**src/rtl/sdram_col_burst_gen.sv**
```systemverilog
module sdram_col_burst_gen #(
  parameter int COL_W = 9,
  parameter int CODE_W = 3,
  parameter logic [CODE_W-1:0] FULL_CODE = 3'd7,
  parameter logic [CODE_W-1:0] MAX_POW_CODE = 3'd3
) (
  input  logic              clk,
  input  logic              rst_n,
  input  logic              start,
  input  logic [COL_W-1:0]  start_col,
  input  logic [CODE_W-1:0] len_code,
  input  logic              interleave,
  input  logic              stop,
  output logic [COL_W-1:0]  col_out,
  output logic              col_valid,
  output logic              col_last,
  output logic              mode_err
);

  localparam logic [COL_W-1:0] ALL_ONES = '1;

  logic             legal;
  logic [COL_W-1:0] req_mask;
  logic             active_q, full_q, il_q, err_q;
  logic [COL_W-1:0] base_q, cnt_q, mask_q;

  always_comb begin
    legal    = 1'b0;
    req_mask = '0;
    if (len_code == FULL_CODE) begin
      req_mask = ALL_ONES;
      legal    = !interleave;
    end else if (len_code <= MAX_POW_CODE) begin
      req_mask = COL_W'((32'd1 << len_code) - 32'd1);
      legal    = 1'b1;
    end
  end

  always_ff @(posedge clk) begin
    if (!rst_n) begin
      active_q <= 1'b0;
      full_q   <= 1'b0;
      il_q     <= 1'b0;
      err_q    <= 1'b0;
      base_q   <= '0;
      cnt_q    <= '0;
      mask_q   <= '0;
    end else begin
      err_q <= start && !legal;
      if (start && legal) begin
        active_q <= 1'b1;
        base_q   <= start_col;
        cnt_q    <= '0;
        mask_q   <= req_mask;
        full_q   <= (len_code == FULL_CODE);
        il_q     <= interleave;
      end else if (stop) begin
        active_q <= 1'b0;
      end else if (active_q) begin
        if (col_last) active_q <= 1'b0;
        cnt_q <= cnt_q + 1'b1;
      end
    end
  end

  assign col_valid = active_q;
  assign col_last  = active_q && !full_q && (cnt_q == mask_q);
  assign mode_err  = err_q;
  assign col_out   = il_q ? (base_q ^ cnt_q)
                          : ((base_q & ~mask_q) | ((base_q + cnt_q) & mask_q));

  AST_FIRST_BEAT: assert property (@(posedge clk) disable iff (!rst_n)
    (start && legal) |=> (col_valid && col_out == $past(start_col)));

  AST_LAST_ENDS: assert property (@(posedge clk) disable iff (!rst_n)
    (col_last && !start) |=> !col_valid);

  AST_FULL_STEP: assert property (@(posedge clk) disable iff (!rst_n)
    (col_valid && full_q && !start && !stop) |=>
      (col_valid && !col_last && col_out == COL_W'($past(col_out) + 1'b1)));

  AST_STOP_ENDS: assert property (@(posedge clk) disable iff (!rst_n)
    (stop && !start) |=> !col_valid);

  AST_ERR_RAISED: assert property (@(posedge clk) disable iff (!rst_n)
    (start && !legal) |=> mode_err);

  AST_ERR_CAUSE: assert property (@(posedge clk) disable iff (!rst_n)
    mode_err |-> $past(start));

endmodule

```
**config.mk**
```make
export PLATFORM = sky130hd
export DESIGN_NAME = sdram_col_burst_gen
export DESIGN_NICKNAME = d
export VERILOG_FILES = /design/src/rtl/sdram_col_burst_gen.sv
export SDC_FILE = /design/constraint.sdc
export NUM_CORES = 1
export LEC_CHECK = 0
export BUFFER_PORTS_ARGS = -buffer_cell sky130_fd_sc_hd__buf_2
export CAP_MARGIN = 40
export CORE_MARGIN = 2
export CORE_UTILIZATION = 47
export DETAILED_ROUTE_END_ITERATION = 12
export PLACE_DENSITY = 0.68
export RECOVER_POWER = 100
export REMOVE_ABC_BUFFERS = 1
export SYNTH_ARGS = -nofsm -noshare
export SYNTH_HDL_FRONTEND = slang
export SYNTH_SLANG_ARGS = --single-unit
```
**constraint.sdc**
```tcl
create_clock -name clk -period 4.13 [get_ports clk]
set_input_delay 0.413 -clock clk [delete_from_list [all_inputs] [get_ports clk]]
set_output_delay 0.413 -clock clk [all_outputs]
set_load 0.01 [all_outputs]
```
* Word-level counts from Yosys, hierarchy flattened
Cells that the tools add are included.
** Word-level totals
- Flip-flop bits (word level) :: 31
- Word-level logic and storage cells :: 39
** Operators by class
- $add $sub $neg :: 3
- $lt $le $gt $ge :: 1
- Equal/unequal tests :: 2
- Shift-type cells :: 1
- Multiplexer cells :: 9
- Bitwise gates (word level) :: 7
- Reduce and logical (&&, ||, !) cells :: 9
** Operators with widths (number)
- two-way mux 9 bit :: 3
- bitwise AND 9 bit :: 2
- adder 9 x 1 -> 9 bit (second input constant) :: 1
- adder 9 bit :: 1
- == test 9 bit :: 1
- NOT 9 bit :: 1
- bitwise OR 9 bit :: 1
- << shifter 1 x 3 -> 9 bit (first input constant) :: 1
- subtractor 9 x 1 -> 9 bit (second input constant) :: 1
- XOR 9 bit :: 1
- two-way mux 1 bit :: 6
- logical AND 1 bit :: 4
- == test 3 bit (second input constant) :: 1
- <= comparator 3 x 2 -> 1 bit (second input constant) :: 1
- logical NOT 1 bit :: 3
- NOT 1 bit :: 2
- AND reduction 2 bit :: 1
- OR reduction 2 bit :: 1

* Logic depth before layout (Yosys ltp)
- Depth in word-level cells :: 7
- Depth in mapped cells :: 9
- Mapped depth without buffers :: 9

* Least setup slack after synthesis
Ideal clock, no wire load.
- Path type :: register to output
- Start :: register cnt_q[4]
- End :: output col_out[8]
- Arrival :: 1.754 ns
- Data required time :: 3.717 ns
- Setup slack :: 1.963 ns
- Stages on the path, launching flop included :: 8
- Cell sequence :: dfxtp_1 > ha_1 > a21oi_1 > nor2b_1 > a211oi_2 > nand4_1 > o211a_1 > xnor2_1
** On the way
- Longest elaborated chain between the ends :: 4
** RTL lines
- start, declared :: RTL line 25 : logic [COL_W-1:0] base_q, cnt_q, mask_q;
- start signal, assigned :: RTL line 61 : cnt_q <= cnt_q + 1'b1;
- adder 9 bit :: RTL line 70 : : ((base_q & ~mask_q) | ((base_q + cnt_q) & mask_q));
- bitwise AND 9 bit :: RTL line 70
- bitwise OR 9 bit :: RTL line 70
- two-way mux 9 bit :: RTL line 69 : assign col_out = il_q ? (base_q ^ cnt_q)
- end, declared :: RTL line 14 : output logic [COL_W-1:0] col_out,
Every way passes these cells.

* Worst setup path after layout
- Start :: register cnt_q[1]
- End :: output col_out[7]
Same word-level chain as after synthesis.

==> impl_metrics.tcl <==
set metrics [dict create \
    final_net_count 283 \
    grt_use_total 0.199 \
    outcome "complete, no violations" \
    crit_path_top_delay_cell "dfxtp_1" \
    ys.flop_type "dfxtp_1" \
    dr.pass1.iters 4 \
    async_flop_share 0 \
    slowest_delay_ns 0.41 \
    portBuffers 28 \
    grt_pass1_vias 1420 \
    cp_data_arrival_time_ns 2.39 \
    fin_crit_ns 2.80 \
    ys_types 37 \
    hpwl_mm 2.95 \
    n_antenna_cell 0 \
    gp_congestion 0.861 \
    crit_chain "ha_1 > a21o_1 > a21oi_1 > o21ai_0 > o31ai_4 > mux2i_1 > a221oi_2 > buf_2" \
    post_cts_resized 0 \
    ys_warn_count 0 \
    setup_tns_ns 0 \
    fin_crit_sh 0.678 \
    switchingPower_mw 0.178 \
    switching_share 0.278 \
    synth.largest_area_cell "dfxtp_1" \
    synthMostInstantiatedCell "nand2_1" \
    route.detailed.drc 0 \
    num_rows 22 \
    intPower_mw 0.461 \
    critPathRequiredTime_ns 3.72 \
    synth_area_leaders "dfxtp_1 (33%), nand2_1 (7.1%), ha_1 (6.7%)" \
    vias_per_cell 5.31 \
    path_clk_slew_ns 0.07 \
    cap_violations 0 \
    crit_path_end_kind "primary output" \
    worst_slew_pin_slew_ns 0.832 \
    cts_setup_buffers 0 \
    wl_mm 3.87 \
    wl_per_cell_um 12.7 \
    synthTopCellsByCount "nand2_1 (35), dfxtp_1 (31), nor2_1 (23)" \
    cts_buffers 5 \
    clk_latency_ns 0.29 \
    area_growth_syn_to_layout_pct 12.1 \
    path_max_fanout 5 \
    die_h_um 66.9 \
    grt_max_degree 26 \
    hold_class "input pin to register" \
    synth-edff-count 0 \
    synth_top_area_frac 0.334 \
    clkPwrFrac 0.371 \
    path_class "register to primary output" \
    die_area_um2 4470 \
    synth_area_um2 1860 \
    layout-drive-gt1-share 0.109 \
    yosysSeqAreaShare 0.334 \
    relSlewSlack 0.445 \
    grt_pass1_wl_mm 6.56 \
    placed_area_um2 2020 \
    start_util 0.496 \
    power.density_nw_per_um2 307 \
    fmax_mhz 357 \
    worst_clock_skew_ns 0.00685 \
    p_comb_frac 0.124 \
    io_pins 29 \
    hold_viol_final 0 \
    die_width_um 66.9 \
    cts.path.max_buffers 2 \
    cts.sinks 31 \
    drtIter0Drc 88 \
    startpoint_type "register" \
    avgSynthCellArea_um2 8.08 \
    cts-root-buf "clkbuf_8" \
    postCtsHoldBufs 0 \
    core-area_um2 3740 \
    cts_tree "done" \
    ys_seq_elements 31 \
    syn_inst 230 \
    setup_viol 0 \
    via_count 1613 \
    leakage_nw 0.848 \
    rsz0062_at_grt "false" \
    htree_levels 2 \
    slew_violations 0 \
    final_area_um2 2080 \
    antenna_found_initial 0 \
    vdd_ir_drop_max_uv 224 \
    power_frac_seq 0.505 \
    ant_nets 0 \
    grt_remaining_overflow 0 \
]
-- logic make-up after synthesis --
kind of cell | Yosys count | share of synthesized area
AO/OA/AOI/OAI | 57 | 0.220
XOR/XNOR | 17 | 0.0801
adder cells (fa/ha/maj) | 11 | 0.0781
buffers and inverters | 20 | 0.0424
flip-flops | 31 | 0.334
multiplexers | 4 | 0.0222
AND/OR/NAND/NOR | 90 | 0.224
-- power groups by stage --
stage                     Combinational (mW)  Sequential [mW]  Clock, mW
after global routing                  0.0910            0.325      0.259
after floorplan                       0.0526            0.326          0
after global placement                0.0810            0.329          0
after CTS                             0.0825            0.323      0.243
after detailed placement              0.0822            0.329          0
final                                 0.0796            0.323      0.237
-- worst paths after layout --
path	startpoint	slack [ns]	cells after the start	end
worst max-delay path	cnt_q[1]	1.33	8	col_out[7]
worst min-delay path	start_col[7]	0.37	3	base_q[7]
worst max register to register	col_valid	2.47	5	cnt_q[8]
worst min register to register	base_q[8]	0.48	2	base_q[8]
-- per-stage QoR --
stage               hold slack, ns  cells  total power, mW   util  setup WS (ns)
global route                 0.378    304            0.675  0.556           1.14
finish                       0.367    304            0.639  0.556           1.33
global placement             0.457    296            0.410  0.539           1.83
CTS                          0.362    304            0.648  0.563           1.46
floorplan                    0.417    220            0.378      -           1.97
detailed placement           0.465    296            0.412  0.539           1.79
-- layer usage --
metal	vias to the layer above	GRT usage	routed length, um
met4	0	0.0765	58
li1	843	-	-
met5	-	0	0
met3	7	0.0507	178
met2	37	0.305	1640
met1	726	0.267	2000
-- final cells by class --
type	instances	area, um^2
fill	375	1660
tap	48	60.1
multi-input combinational	179	1150
timing repair buffer	28	125
clock inverter	3	20.0
clock buffer	5	68.8
inverter	10	37.5
sequential	31	621
-- worst max-delay path: cells and delay by family (launching register included) --
family,cells,cell delay (ns)
compound gates,5,0.99
buf+inv,1,0.18
mux,1,0.25
flops,1,0.41
fa+ha+maj,1,0.27
-- cells in the final DEF (no fill, tap or decap), drive strengths merged, types with 2 or more instances in the layout --
cell / netlist / final
a21boi: 11 / 11
a21o: 6 / 6
a21oi: 10 / 10
a22oi: 7 / 7
and2: 2 / 2
and3: 2 / 2
buf: 3 / 16
clkbuf: 7 / 17
clkinvlp: 0 / 2
dfxtp: 31 / 31
ha: 10 / 10
inv: 10 / 10
mux2i: 3 / 3
nand2: 35 / 35
nand2b: 3 / 3
nand3: 2 / 2
nand3b: 3 / 3
nand4: 7 / 7
nor2: 23 / 23
nor2b: 6 / 6
nor3: 4 / 4
o211a: 2 / 2
o21ai: 13 / 13
o22ai: 2 / 2
o31ai: 3 / 3
xnor2: 13 / 13
xor2: 4 / 4
-- state kept, by name, indices dropped and copies added, names as in the netlist --
signal,count
mode_err,1
base_q,9
col_valid,1
mask_q,9
cnt_q,9
full_q,1
il_q,1
Power figures use the tool's default switching activity.
